`src/rtl/irq_sel_pkg.sv`:
```
// Package: shared helpers for the interrupt thread selector.
// Assumes indices are non-negative and below twice the thread count.
package irq_sel_pkg;
    // Wrap a scan index back into the range 0 .. n-1.
    function automatic int rr_wrap(input int idx, input int n);
        return (idx >= n) ? idx - n : idx;
    endfunction
endpackage

```
`src/rtl/irq_qualify.sv`:
```
// Module: irq_qualify
// Computes, for each thread, the interrupted flag (pending and not draining)
// and the eligible flag (interrupted and between whole instructions).
// Assumes all inputs are stable for the cycle, since the module is purely combinational.
module irq_qualify #(
    parameter int NTHREADS = 4
) (
    input  logic [NTHREADS-1:0] irq_pending,
    input  logic [NTHREADS-1:0] not_draining,
    input  logic [NTHREADS-1:0] between_insts,
    output logic [NTHREADS-1:0] interrupted,
    output logic [NTHREADS-1:0] eligible
);
    for (genvar g = 0; g < NTHREADS; g++) begin : g_thr
        // Per-thread qualification of the interrupt request.
        always_comb begin
            interrupted[g] = irq_pending[g] & not_draining[g];
            eligible[g]    = interrupted[g] & between_insts[g];
        end
    end
endmodule

```
`src/rtl/irq_rr_scan.sv`:
```
// Module: irq_rr_scan
// Round-robin scan over the eligible vector, starting at ptr and wrapping at NTHREADS.
// Returns the first eligible index. Assumes ptr < NTHREADS.
module irq_rr_scan
    import irq_sel_pkg::*;
#(
    parameter int NTHREADS = 4,
    parameter int TID_W    = (NTHREADS > 1) ? $clog2(NTHREADS) : 1
) (
    input  logic [NTHREADS-1:0] eligible,
    input  logic [TID_W-1:0]    ptr,
    output logic                found,
    output logic [TID_W-1:0]    tid
);
    // Walk the threads from the pointer and keep the first hit.
    always_comb begin
        found = 1'b0;
        tid   = '0;
        for (int k = 0; k < NTHREADS; k++) begin
            int idx;
            idx = rr_wrap(int'(ptr) + k, NTHREADS);
            if (!found && eligible[idx]) begin
                found = 1'b1;
                tid   = TID_W'(idx);
            end
        end
    end
endmodule

```
`src/rtl/irq_ptr_reg.sv`:
```
// Module: irq_ptr_reg
// Holds the round-robin priority pointer. It loads the served thread and otherwise keeps its value.
// Synchronous active-low reset to thread 0.
module irq_ptr_reg #(
    parameter int TID_W = 2
) (
    input  logic             clk,
    input  logic             rst_n,
    input  logic             load,
    input  logic [TID_W-1:0] next_tid,
    output logic [TID_W-1:0] ptr
);
    // Pointer register update.
    always_ff @(posedge clk) begin
        if (!rst_n)    ptr <= '0;
        else if (load) ptr <= next_tid;
    end

    AST_PTR_TRACKS: assert property (@(posedge clk) disable iff (!rst_n)
        load |=> (ptr == $past(next_tid)));
    AST_PTR_HOLDS: assert property (@(posedge clk) disable iff (!rst_n)
        !load |=> $stable(ptr));
endmodule

```
`src/rtl/irq_thread_sel.sv`:
```
// Module: irq_thread_sel (top)
// Chooses, each cycle, at most one thread to take its interrupt. Candidates are scanned
// round-robin from a stored pointer. Only threads that are interrupted and between
// instructions qualify. Issue and commit are suppressed while a thread is served.
// Assumes thread_pc packs thread i at bits [i*PC_W +: PC_W].
module irq_thread_sel #(
    parameter int NTHREADS = 4,
    parameter int PC_W     = 32,
    parameter int TID_W    = (NTHREADS > 1) ? $clog2(NTHREADS) : 1
) (
    input  logic                     clk,
    input  logic                     rst_n,
    input  logic [NTHREADS-1:0]      irq_pending,
    input  logic [NTHREADS-1:0]      not_draining,
    input  logic [NTHREADS-1:0]      between_insts,
    input  logic [NTHREADS*PC_W-1:0] thread_pc,
    output logic                     take_valid,
    output logic [TID_W-1:0]         take_tid,
    output logic [PC_W-1:0]          take_pc,
    output logic                     any_irq,
    output logic                     issue_en,
    output logic                     commit_en,
    output logic [NTHREADS-1:0]      uop_only
);
    logic [NTHREADS-1:0] interrupted;
    logic [NTHREADS-1:0] eligible;
    logic [TID_W-1:0]    ptr;
    logic                found;
    logic [TID_W-1:0]    scan_tid;

    irq_qualify #(.NTHREADS(NTHREADS)) u_qual (
        .irq_pending   (irq_pending),
        .not_draining  (not_draining),
        .between_insts (between_insts),
        .interrupted   (interrupted),
        .eligible      (eligible)
    );

    irq_rr_scan #(.NTHREADS(NTHREADS), .TID_W(TID_W)) u_scan (
        .eligible (eligible),
        .ptr      (ptr),
        .found    (found),
        .tid      (scan_tid)
    );

    irq_ptr_reg #(.TID_W(TID_W)) u_ptr (
        .clk      (clk),
        .rst_n    (rst_n),
        .load     (found),
        .next_tid (scan_tid),
        .ptr      (ptr)
    );

    // Output stage: the selection, its redirect target, and the pipeline gating.
    always_comb begin
        take_valid = found;
        take_tid   = found ? scan_tid : '0;
        take_pc    = found ? thread_pc[int'(scan_tid)*PC_W +: PC_W] : '0;
        any_irq    = |interrupted;
        issue_en   = !found;
        commit_en  = !found;
        uop_only   = found ? '0 : interrupted;
    end

    AST_SEL_ELIGIBLE: assert property (@(posedge clk) disable iff (!rst_n)
        take_valid |-> (irq_pending[take_tid] && not_draining[take_tid] && between_insts[take_tid]));
    AST_SEL_IMPLIES_ANY: assert property (@(posedge clk) disable iff (!rst_n)
        take_valid |-> any_irq);
    AST_NO_ISSUE_ON_TAKE: assert property (@(posedge clk) disable iff (!rst_n)
        take_valid |-> (!issue_en && !commit_en));
    AST_UOP_CLEAR_ON_TAKE: assert property (@(posedge clk) disable iff (!rst_n)
        take_valid |-> (uop_only == '0));
    AST_IDLE_ZERO: assert property (@(posedge clk) disable iff (!rst_n)
        !take_valid |-> (take_tid == '0 && take_pc == '0));
endmodule

```
`config.mk`:
```
export PLATFORM = sky130hd
export DESIGN_NAME = irq_thread_sel
export DESIGN_NICKNAME = d
export VERILOG_FILES = /design/src/rtl/irq_sel_pkg.sv /design/src/rtl/irq_qualify.sv /design/src/rtl/irq_rr_scan.sv /design/src/rtl/irq_ptr_reg.sv /design/src/rtl/irq_thread_sel.sv
export SDC_FILE = /design/constraint.sdc
export NUM_CORES = 1
export LEC_CHECK = 0
export BUFFER_PORTS_ARGS = -buffer_cell sky130_fd_sc_hd__buf_2
export CAP_MARGIN = 10
export CORE_ASPECT_RATIO = 1.2
export CORE_UTILIZATION = 25
export CTS_BUF_LIST = sky130_fd_sc_hd__clkbuf_4
export DETAILED_ROUTE_END_ITERATION = 7
export PLACE_DENSITY = 0.68
export SLEW_MARGIN = 20
export SYNTH_ARGS = -nofsm -noshare
export SYNTH_HDL_FRONTEND = slang
export SYNTH_SLANG_ARGS = --single-unit
```
`constraint.sdc`:
```
create_clock -name clk -period 2.15 [get_ports clk]
set_input_delay 0.43 -clock clk [delete_from_list [all_inputs] [get_ports clk]]
set_output_delay 0.43 -clock clk [all_outputs]
set_load 0.01 [all_outputs]
```
# [After elaboration in Yosys (flattened, before gate mapping)]
# Cells that the tools add are included.
[totals] ff_bits=2 in_bits=142 elab_cells=60
[classes] add_sub_neg=7 n_lt_le_gt_ge=8 shift=1 mux=27 bitwise_logic=8 reduce_logical=8
[ops] op="$mux W32" n=5
[ops] op="$lt A32 B4 Y1 const B" n=4
[ops] op="$shiftx A128 B8 Y32" n=1
[ops] op="$ge A32 B4 Y1 const B" n=3
[ops] op="$sub A32 B4 Y32 const B" n=3
[ops] op="$mux W1" n=12
[ops] op="$mux W2" n=5
[ops] op="$and A1 B1 Y1" n=8
[ops] op="$bmux W1 S2" n=4
[ops] op="$add A2 B2 Y3 const B" n=2
[ops] op="$logic_not A1 Y1" n=4
[ops] op="$mux W4" n=1
[ops] op="$reduce_or A4 Y1" n=1
[ops] op="$sub A2 B3 Y4 const B" n=1
[ops] op="$add A2 B1 Y3 const B" n=1
[ops] op="$ge A2 B3 Y1 const B" n=1
[ops] op="$logic_and A1 B1 Y1" n=3

# [Depth between registers and ports, before layout]
# Gate-level depths: netlist (run 1).
[logic_depth] ltp_word=17 depth_mapped=8 depth_no_buf=5

# [By module]
# Synthesis (run 1) repeated with hierarchy kept, for this count alone.
[unflattened] cells_unflattened=149 area_unflattened_um2=1217.4
[by_module_without_submodules] module="irq_thread_sel" instances=1 cells_each=120 area_each_um2=1017.2
[by_module_without_submodules] module="irq_rr_scan" instances=1 cells_each=15 area_each_um2=77.6
[by_module_without_submodules] module="irq_ptr_reg" instances=1 cells_each=6 area_each_um2=72.6
[by_module_without_submodules] module="irq_qualify" instances=1 cells_each=8 area_each_um2=50.0

# [Worst setup path after synthesis (run 1)]
# OpenSTA, ideal clock, no wires.
[synth_path] path_kind="input to output" startpoint="input between_insts[3]" endpoint="output take_pc[22]" t_arrival_ns=1.647 t_required_ns=1.720 setup_slack_ns=0.073 cell_stages=7 n_path_buf=2 path_cell_list="and3_4 -> nor2_2 -> a221oi_2 -> buf_6 -> buf_8 -> mux2i_1 -> o22ai_1"
[synth_via] elab_chain_cells=16
[synth_lines] item="start: declaration" line="irq_thread_sel.sv:15" text="input logic [NTHREADS-1:0] between_insts,"
[synth_lines] item="$and A1 B1 Y1 (*)" line="irq_qualify.sv:18" text="eligible[g] = interrupted[g] & between_insts[g];"
[synth_lines] item="$bmux W1 S2" line="irq_rr_scan.sv:22" text="if (!found && eligible[idx]) begin"
[synth_lines] item="$mux W1 (not written as such) (2 in a row)" line="irq_rr_scan.sv:22"
[synth_lines] item="$mux W1" line="irq_rr_scan.sv:22"
[synth_lines] item="$logic_not A1 Y1" line="irq_rr_scan.sv:22"
[synth_lines] item="$logic_and A1 B1 Y1" line="irq_rr_scan.sv:22"
[synth_lines] item="$mux W1" line="irq_rr_scan.sv:22"
[synth_lines] item="$logic_not A1 Y1" line="irq_rr_scan.sv:22"
[synth_lines] item="$logic_and A1 B1 Y1" line="irq_rr_scan.sv:22"
[synth_lines] item="$mux W1" line="irq_rr_scan.sv:22"
[synth_lines] item="$logic_not A1 Y1" line="irq_rr_scan.sv:22"
[synth_lines] item="$logic_and A1 B1 Y1" line="irq_rr_scan.sv:22"
[synth_lines] item="$mux W2" line="irq_rr_scan.sv:22"
[synth_lines] item="$shiftx A128 B8 Y32" line="irq_thread_sel.sv:58" text="take_pc = found ? thread_pc[int'(scan_tid)*PC_W +: PC_W] : '0;"
[synth_lines] item="$mux W32 (*)" line="irq_thread_sel.sv:58"
[synth_lines] item="end: declaration" line="irq_thread_sel.sv:19" text="output logic [PC_W-1:0] take_pc,"
# Mark *: on every way between the ends. The rest lies on a longest branch, timed or not. The select of a mux whose other input is x is not followed.

# [Final worst setup path (run 1)]
[layout_path] startpoint="register u_ptr.ptr[1]" endpoint="output take_pc[13]"
[layout_via] elab_chain_cells=17
[layout_lines] item="start: declaration" line="irq_ptr_reg.sv:11" text="output logic [TID_W-1:0] ptr"
[layout_lines] item="start signal: assignment" line="irq_ptr_reg.sv:16" text="else if (load) ptr <= next_tid;"
[layout_lines] item="parallel branches: the longest is 16 deep, another holds $sub A32 B4 Y32"
[layout_lines] item="$mux W32 (*)" line="irq_thread_sel.sv:58"
# Mark *: on every way between the ends. The select of a mux whose other input is x is not followed.

==> results of run 1 <==
## what timing repair did
action,in CTS,in global routing
setup endpoints to repair,32,33
hold buffers,0,0
pin swaps,7,0
buffers inserted,5,3
gates resized for setup,18,4
cloned,1,0
## report_power, final
part | switching, uW | total, uW | internal (uW)
registers | 4.21 | 44.8 | 40.6
logic | 306 | 679 | 373
clock network | 24.8 | 86.7 | 61.9
## cell usage in the layout, fill, tap and decap left out, types with 3 or more instances in the layout
master / n
a21oi_1: 4
buf_2: 180
clkbuf_4: 3
nor2_1: 4
nand2_1: 7
buf_4: 18
buf_6: 11
buf_12: 6
mux2i_1: 62
o22ai_1: 33
nand4_1: 4
## per-layer routing
layer / share of wire (%) / vias up / track usage (%)
met3: 6.1 / 6 / 1.86
met4: 0.96 / 0 / 6.17
met5: 0 / - / 0
met1: 37 / 943 / 18.6
li1: - / 1023 / -
met2: 56 / 101 / 36.1
## logic make-up after synthesis
group	synth area share, %
buf+inv	12.7
simple gates	10.3
flops	3.17
mux	50.6
compound gates	23.2
## stage by stage
step,cell area (sq um),power [uW],setup TNS (ps),setup WS [ps]
3_3_place_gp,2380,665,-5120,-191
4_1_cts,2540,805,-5170,-194
6_report,2570,810,-5340,-200
3_5_place_dp,2380,680,-7040,-263
5_1_grt,2570,875,-8540,-303
2_1_floorplan,1260,379,0,72.7
## area by class of cell
type / count / area, sq um / share of cell area (%)
Timing Repair Buffer: 216 / 1310 / 50.8
Multi-Input combinational cell: 135 / 1110 / 43.2
Tap cell: 60 / 75.1 / 2.92
Sequential cell: 2 / 43.8 / 1.70
Clock buffer: 3 / 22.5 / 0.875
Inverter: 3 / 11.3 / 0.438
## worst max-delay path by stage
| stage | startpoint | to | slack, ps | cells past startpoint |
|---|---|---|---|---|
| 6_report | u_ptr.ptr[1]$_SDFFE_PN0N_ | take_pc[13] | -200 | 9 |
| 5_1_grt | u_ptr.ptr[1]$_SDFFE_PN0N_ | take_pc[30] | -300 | 9 |
| 4_1_cts | between_insts[3] | take_pc[14] | -190 | 9 |
| 3_5_place_dp | irq_pending[3] | take_pc[14] | -260 | 9 |
| 3_3_place_gp | irq_pending[3] | take_pc[14] | -190 | 9 |
| 2_1_floorplan | between_insts[3] | take_pc[22] | 70 | 7 |
==> flow_summary.toml, run 1 <==
[synthesis]
synth_edf_count = 0
yosys.cell_types.count = 28
synth_top_cell_area_share_pct = 50.6
syn-instance-count = 156
synthTopCellsByCount = "mux2i_1, o22ai_1, nand2_1, a21oi_1, buf_2"
yosysMostFrequentCell = "mux2i_1"
ys_async_sr_fraction_pct = 0
syn_area_sq_um = 1260
yosys.area.top_type = "mux2i_1"
synth.avg_cell_area_sq_um = 8.11
ys.flop_type = "dfxtp_1"
ys_ff_latch = 2
seq_area_frac_synth_pct = 3.17
synth_fp_nets = 298
synth.area.top_cells = "mux2i_1, o22ai_1, buf_12"
ys_warn_count = 0

[clocking]
htree_levels = 1
clock_latency_ps = 230
numCtsBuffers = 3
cts.sinks = 2
clockRootBuffer = "clkbuf_4"
ctsLongestPathBuffers = 2
clkTransAtPathRegs_ps = 30
cts_tree = "done"

[detailed_routing]
vias_per_cell = 4.95
ant_nets = 0
wl_per_cell_um = 13.2
drtIter0Drc = 35
vias = 2073
firstDrtPassIters = 4
drcViolationCount = 0
drt-total-wl_mm = 5.52

[timing]
fin_worst_skew_ps = 5.03
fin_crit_sh_pct = 109
setup_violations = 32
post-route-min-period_ps = 2350
setup_ws_ps = -200
finalHoldViolations = 0
max_freq_ghz = 0.426
slew_headroom_pct = 81.0
hold-worst-slack_ps = 464
slew_violations = 0
rsz0062_at_grt = "yes"
tightest_slew_ps = 276

[power]
power_density_nw_per_um2 = 315
leakagePower_uw = 0.00136
irDropWorstVdd_mv = 0.256

[hold_path]
hold_path_depth = 2
min_from = "rst_n"
min_path_type = "primary input to flip-flop"
min_to = "u_ptr.ptr[0]$_SDFFE_PN0N_"

[grt]
grt_util_all_layers_pct = 18.0
grt_start_max_net_pins = 20
grt_pass1_vias = 1836
antenna_found_initial = 0
grt_remaining_overflow = 0
grt_pass1_wl_mm = 7.60

[critical_path]
cp_common_cell = "buf_6"
required_ps = 1720
reg2regPathDepth = 7
r2r_start = "u_ptr.ptr[1]$_SDFFE_PN0N_"
cpMaxStageDelayCell = "dfxtp_4"
path_cells = "buf_6 > nand4_1 > a21oi_2 > a221oi_4 > buf_6 > buf_12 > mux2i_1 > o22ai_1 > buf_2"
crit_path_max_fanout = 10
arrival_ps = 1920
rrSetupSlack_ps = 760
critical_path.max_stage_delay_ps = 350
path_buf_inv = 4
critical-path-top-delay-family = "buffers and inverters"
start_kind = "flip-flop"
crit_path_end_kind = "output port"
path_class = "flip-flop to output port"
timing.rr.end = "u_ptr.ptr[1]$_SDFFE_PN0N_"

[placement]
gp_congestion = 0.888
portBuffers = 183
hpwl_mm = 4.49
dpl.cell_count = 407

[final_layout]
top_register = "u_ptr.ptr"
largest_reg_flops = 2
nets = 503
finalNonFillerCells = 419
drive_gt1_share_pct = 64.3
diodes = 0
post-route-util_pct = 52.4
area_growth_pct = 103
largestRegisters = "u_ptr.ptr x2"
fill_cells = 480

[floorplan]
ioPinCount = 184
die_h_um = 79.9
die_area_sq_um = 5350
start_util_pct = 25.8
core_sq_um = 4900
fp.dieW_um = 66.9
rows = 28

[status]
violations = "setup timing"
outcome = "complete, but fails checks"

[flow_run]
drv_cap = 0
(Power assumes the default switching activity.)
==> run 2, diff against run 1 <==
--- a/config.mk
+++ b/config.mk
@@ -11,8 +11,10 @@
 export CORE_UTILIZATION = 25
 export CTS_BUF_LIST = sky130_fd_sc_hd__clkbuf_4
 export DETAILED_ROUTE_END_ITERATION = 7
+export HOLD_SLACK_MARGIN = 0.08
 export PLACE_DENSITY = 0.68
 export SLEW_MARGIN = 20
 export SYNTH_ARGS = -nofsm -noshare
 export SYNTH_HDL_FRONTEND = slang
 export SYNTH_SLANG_ARGS = --single-unit
+export TNS_END_PERCENT = 10
==> run 2 against run 1 <==
Net effect:
- the run still ends with setup timing left
- hold slack worse by 1.6 ps
- utilization is 0.61 points lower
- sequential power is 0.9% lower
- flip-flop and latch count stayed put
- clock skew is 2.8 ps lower
- combinational power is 1% lower
- global-route usage is 0.52 points lower
- register-to-register slack better by 120 ps
- total power is 1.6% lower
- largest cell class unchanged
- largest power group unchanged
- highest routed layer unchanged
==> flow_summary.toml, run 2 (synthesis results as in run 1) <==
[final_layout]
largestRegisters = "u_ptr.ptr x2"
area_growth_pct = 101
top_register = "u_ptr.ptr"
final_common_cell = "buf_2"
final_cell_mix = "buf_2, mux2i_1, o22ai_1"
diodes = 0
nets = 500
post-route-util_pct = 51.8
largest_reg_flops = 2
drive_gt1_share_pct = 63.8

[floorplan]
core_sq_um = 4900
fp.dieW_um = 66.9
ioPinCount = 184
die_h_um = 79.9
die_area_sq_um = 5350
start_util_pct = 25.8
rows = 28

[hold_path]
min_to = "u_ptr.ptr[0]$_SDFFE_PN0N_"
min_path_type = "primary input to flip-flop"
min_from = "rst_n"
hold_path_depth = 2

[timing]
post-route-min-period_ps = 2340
fin_crit_sh_pct = 109
setup_ws_ps = -190
tightest_slew_ps = 261
slew_violations = 0
fin_worst_skew_ps = 2.20
finalHoldViolations = 0
slew_headroom_pct = 82.1
setup_violations = 32
rsz0062_at_grt = "yes"
max_freq_ghz = 0.427

[clocking]
htree_levels = 1
cts.sinks = 2
cts_tree = "done"
clkTransAtPathRegs_ps = 30
clockRootBuffer = "clkbuf_4"
ctsLongestPathBuffers = 2
numCtsBuffers = 3
clock_latency_ps = 220
ctsHoldBuffers = 0

[grt]
grt_pass1_wl_mm = 7.39
grt_util_all_layers_pct = 17.5
grt_remaining_overflow = 0
grt_pass1_vias = 1773
antenna_found_initial = 0
grt_start_max_net_pins = 20

[power]
irDropWorstVdd_mv = 0.250
power_switching_share_pct = 41.2
clock_power_share_pct = 10.4
p_seq_share_pct = 5.6
power_density_nw_per_um2 = 314
combPwrFrac_pct = 84.0
p_int_uw = 469
power.switching_uw = 329
leakagePower_uw = 0.00134

[detailed_routing]
vias_per_cell = 4.91
wl_met3_um = 330
met1_length_mm = 2.07
drcViolationCount = 0
dr_wl_met2_mm = 2.94
wl_per_cell_um = 13.0
drtIter0Drc = 53
vias = 2041
ant_nets = 0
topRoutingLayerUsed = "met4"
firstDrtPassIters = 4
drt-total-wl_mm = 5.40

[flow_run]
drv_cap = 0

[critical_path]
timing.rr.end = "u_ptr.ptr[1]$_SDFFE_PN0N_"
rrSetupSlack_ps = 880
reg2regPathDepth = 5
r2r_start = "u_ptr.ptr[0]$_SDFFE_PN0N_"
path_class = "primary input to output port"
crit_path_max_fanout = 10
required_ps = 1720
arrival_ps = 1910
crit_path_end_kind = "output port"
start_kind = "primary input"

[placement]
hpwl_mm = 4.49
gp_congestion = 0.888
dpl_worst_slack_ps = -263
portBuffers = 183

[status]
violations = "setup timing"
outcome = "complete, but fails checks"
==> run 2: cell types whose count changed in the layout (fill, tap and decap cells not counted), sizes merged <==
cell	before	now
buf	216	213
==> run 2: area by class of cell <==
cell class | instances | area, sq um
Sequential cell | 2 | 43.8
Inverter | 3 | 11.3
Timing Repair Buffer | 213 | 1280
Clock buffer | 3 | 22.5
Multi-Input combinational cell | 135 | 1110
Tap cell | 60 | 75.1
Fill cell | 482 | 2360
==> run 2: worst max path at each step <==
stage	from	to	slack, ps
after floorplan	between_insts[3]	take_pc[22]	70
after global placement	irq_pending[3]	take_pc[14]	-190
after detailed placement	irq_pending[3]	take_pc[14]	-260
after CTS	irq_pending[3]	take_pc[14]	-220
after global routing	u_ptr.ptr[1]$_SDFFE_PN0N_	take_pc[30]	-300
final	between_insts[3]	take_pc[13]	-190
==> run 2: stage by stage <==
| stage | area (sq um) | hold slack (ps) | power, uW | std cells | setup TNS [ps] |
|---|---|---|---|---|---|
| finish | 2540 | 463 | 797 | 416 | -4930 |
| global route | 2540 | 468 | 866 | 416 | -8170 |
| CTS | 2470 | 455 | 791 | 412 | -6140 |
| detailed placement | 2380 | 646 | 680 | 407 | -7040 |
| global placement | 2380 | 646 | 665 | 407 | -5120 |
| floorplan | 1260 | 576 | 379 | 156 | 0 |
==> run 2: per-layer routing <==
metal | global-route usage [%] | vias to the layer above
li1 | - | 1015
met1 | 18.7 | 926
met2 | 34.3 | 94
met3 | 1.86 | 6
met4 | 5.53 | 0
met5 | 0 | -
==> run 2: what timing repair did <==
| action | in CTS | in global routing |
|---|---|---|
| setup buffers | 1 | 4 |
| pin swaps | 13 | 6 |
| gates cloned | 1 | 0 |
| resized for setup | 10 | 10 |
| setup endpoints to repair | 32 | 33 |
==> run 2: power by group through the flow <==
stage                     Combinational (uW)  Clock [uW]  Sequential [uW]
after CTS                                659        87.8             45.0
after global placement                   621           0             44.4
after floorplan                          336           0             42.7
after detailed placement                 636           0             44.6
after global routing                     728        93.0             44.7
final                                    670        83.3             44.4
==> run 2: worst max-delay path: stages <==
cell and delay, ps:
buf_6 70, and3_4 220, nor2_4 60, a221oi_4 320
buf_6 200, buf_12 150, mux2i_1 210, o22ai_1 100
buf_2 140
==> run 3, diff against run 2 <==
==> constraint.sdc (replaced) <==
create_clock -name clk -period 2.15 [get_ports clk]
set_input_delay 0.3225 -clock clk [delete_from_list [all_inputs] [get_ports clk]]
set_output_delay 0.3225 -clock clk [all_outputs]
set_load 0.01 [all_outputs]
==> run 3 against run 2 <==
Net effect:
- the run still ends with setup timing left
- clock-buffer cell count unchanged
- critical endpoint is now take_pc[10]
- non-clock buffer count down 6
- sequential power up 2%
- critical path type is now flip-flop to output port
- clock skew up 5.1 ps
- sequential share of layout area about the same
- clock power down 2%
- final cell count down 1.4%
- maximum frequency up 5.7%
- utilization down 0.77 points
==> flow_summary.toml, run 3 (synthesis results as in run 1) <==
[final_layout]
post-route-util_pct = 51.1
nets = 494
fill_cells = 497
area_growth_pct = 98.0
top_register = "u_ptr.ptr"
largest_reg_flops = 2
final_cell_mix = "buf_2, mux2i_1, o22ai_1"
diodes = 0
seq_area_sq_um = 43.8
drive_gt1_share_pct = 62.9
largestRegisters = "u_ptr.ptr x2"
multi_input_area_sq_um = 1100
final_common_cell = "buf_2"

[detailed_routing]
vias = 2004
drtIter0Drc = 50
drcViolationCount = 0
ant_nets = 0
firstDrtPassIters = 6
drt-total-wl_mm = 5.35
wl_per_cell_um = 13.1
vias_per_cell = 4.89

[clocking]
cts_tree = "done"
clockRootBuffer = "clkbuf_4"
clock_latency_ps = 220
ctsHoldBuffers = 0
htree_levels = 1
clkTransAtPathRegs_ps = 30
cts.sinks = 2
ctsLongestPathBuffers = 2
numCtsBuffers = 3

[flow_run]
drv_cap = 0

[timing]
tightest_slew_ps = 311
post-route-min-period_ps = 2210
slew_headroom_pct = 79.1
finalHoldViolations = 0
hold-worst-slack_ps = 341
setup_ws_ps = -63.9
rsz0062_at_grt = "yes"
setup_violations = 32
fin_crit_sh_pct = 103
max_freq_ghz = 0.452
fin_worst_skew_ps = 7.26
slew_violations = 0

[critical_path]
path_class = "flip-flop to output port"
crit_path_max_fanout = 6
crit_path_end_kind = "output port"
rrSetupSlack_ps = 860
start_kind = "flip-flop"
required_ps = 1830
arrival_ps = 1890

[power]
power_switching_share_pct = 41.3
power.switching_uw = 326
clock_power_share_pct = 10.4
finalPower_uw = 791
irDropWorstVdd_mv = 0.439
leakagePower_uw = 0.00131
combPwrFrac_pct = 83.9
p_seq_share_pct = 5.7
power_density_nw_per_um2 = 316
p_int_uw = 464

[grt]
grt_start_max_net_pins = 20
grt_pass1_vias = 1634
grt_pass1_wl_mm = 7.53
grt_util_all_layers_pct = 17.7
grt_remaining_overflow = 0
antenna_found_initial = 0

[placement]
dpl_worst_slack_ps = -57.0
gp_congestion = 0.840
portBuffers = 183
hpwl_mm = 4.22

[status]
outcome = "complete, but fails checks"
violations = "setup timing"

[floorplan]
start_util_pct = 25.8
die_area_sq_um = 5350
die_h_um = 79.9
fp.dieW_um = 66.9
ioPinCount = 184
rows = 28
core_sq_um = 4900

[hold_path]
min_path_type = "primary input to flip-flop"
[run 3: changes by cell type in the layout (fill, tap and decap cells not counted), moves of 2 or more]
cell	change
buf_6	-5
buf_16	+3
buf_2	+3
buf_4	-6
buf_12	-2
[run 3: cell type report]
type / count / area share [%]
multi-input combinational: 135 / 43.9
timing repair buffer: 207 / 50.0
clock buffer: 3 / 0.899
tap: 60 / 3.00
sequential: 2 / 1.75
inverter: 3 / 0.450
[run 3: routing by layer]
layer	wire length, um	up-vias	global-route usage [%]	share of wire (%)
li1	-	1010	-	-
met1	2200	910	22.7	41
met2	2760	80	32.7	52
met3	366	4	1.43	6.8
met4	27	0	1.06	0.50
met5	0	-	0	0
[run 3: path summary, 6_finish.rpt]
| check | from | end | cells after the start |
|---|---|---|---|
| max reg2reg | u_ptr.ptr[0]$_SDFFE_PN0N_ | u_ptr.ptr[1]$_SDFFE_PN0N_ | 4 |
| min | rst_n | u_ptr.ptr[0]$_SDFFE_PN0N_ | 2 |
| min reg2reg | u_ptr.ptr[1]$_SDFFE_PN0N_ | u_ptr.ptr[1]$_SDFFE_PN0N_ | 3 |
| max | u_ptr.ptr[1]$_SDFFE_PN0N_ | take_pc[10] | 9 |
[run 3: what timing repair did]
action                                  in CTS  in global routing
endpoints found under the setup margin      32                 32
pin swaps                                    8                  4
gates cloned                                 4                  0
gates resized for setup                     16                  1
setup buffers                                2                  1
[run 3: power by group through the flow]
stage	registers [uW]	logic [uW]	clock network (uW)
after detailed placement	45.9	604	0
final	45.3	664	81.9
after floorplan	42.7	336	0
after global routing	46.1	719	89.3
after global placement	45.7	595	0
after CTS	45.3	665	84.7
[run 3: stage by stage]
stage	instances	instance area, sq um	TNS, ps
after floorplan	156	1260	0
after CTS	409	2490	-869
after global routing	410	2500	-4320
after detailed placement	400	2300	-315
final	410	2500	-823
after global placement	400	2300	-0.192
[run 3: worst max-delay path, cell delays in order (launching register included)]
cell	delay, ps
dfxtp_4	350
buf_6	110
nand4_1	80
a21oi_2	80
a221oi_4	230
buf_6	220
buf_12	140
mux2i_1	200
o22ai_1	110
buf_2	150
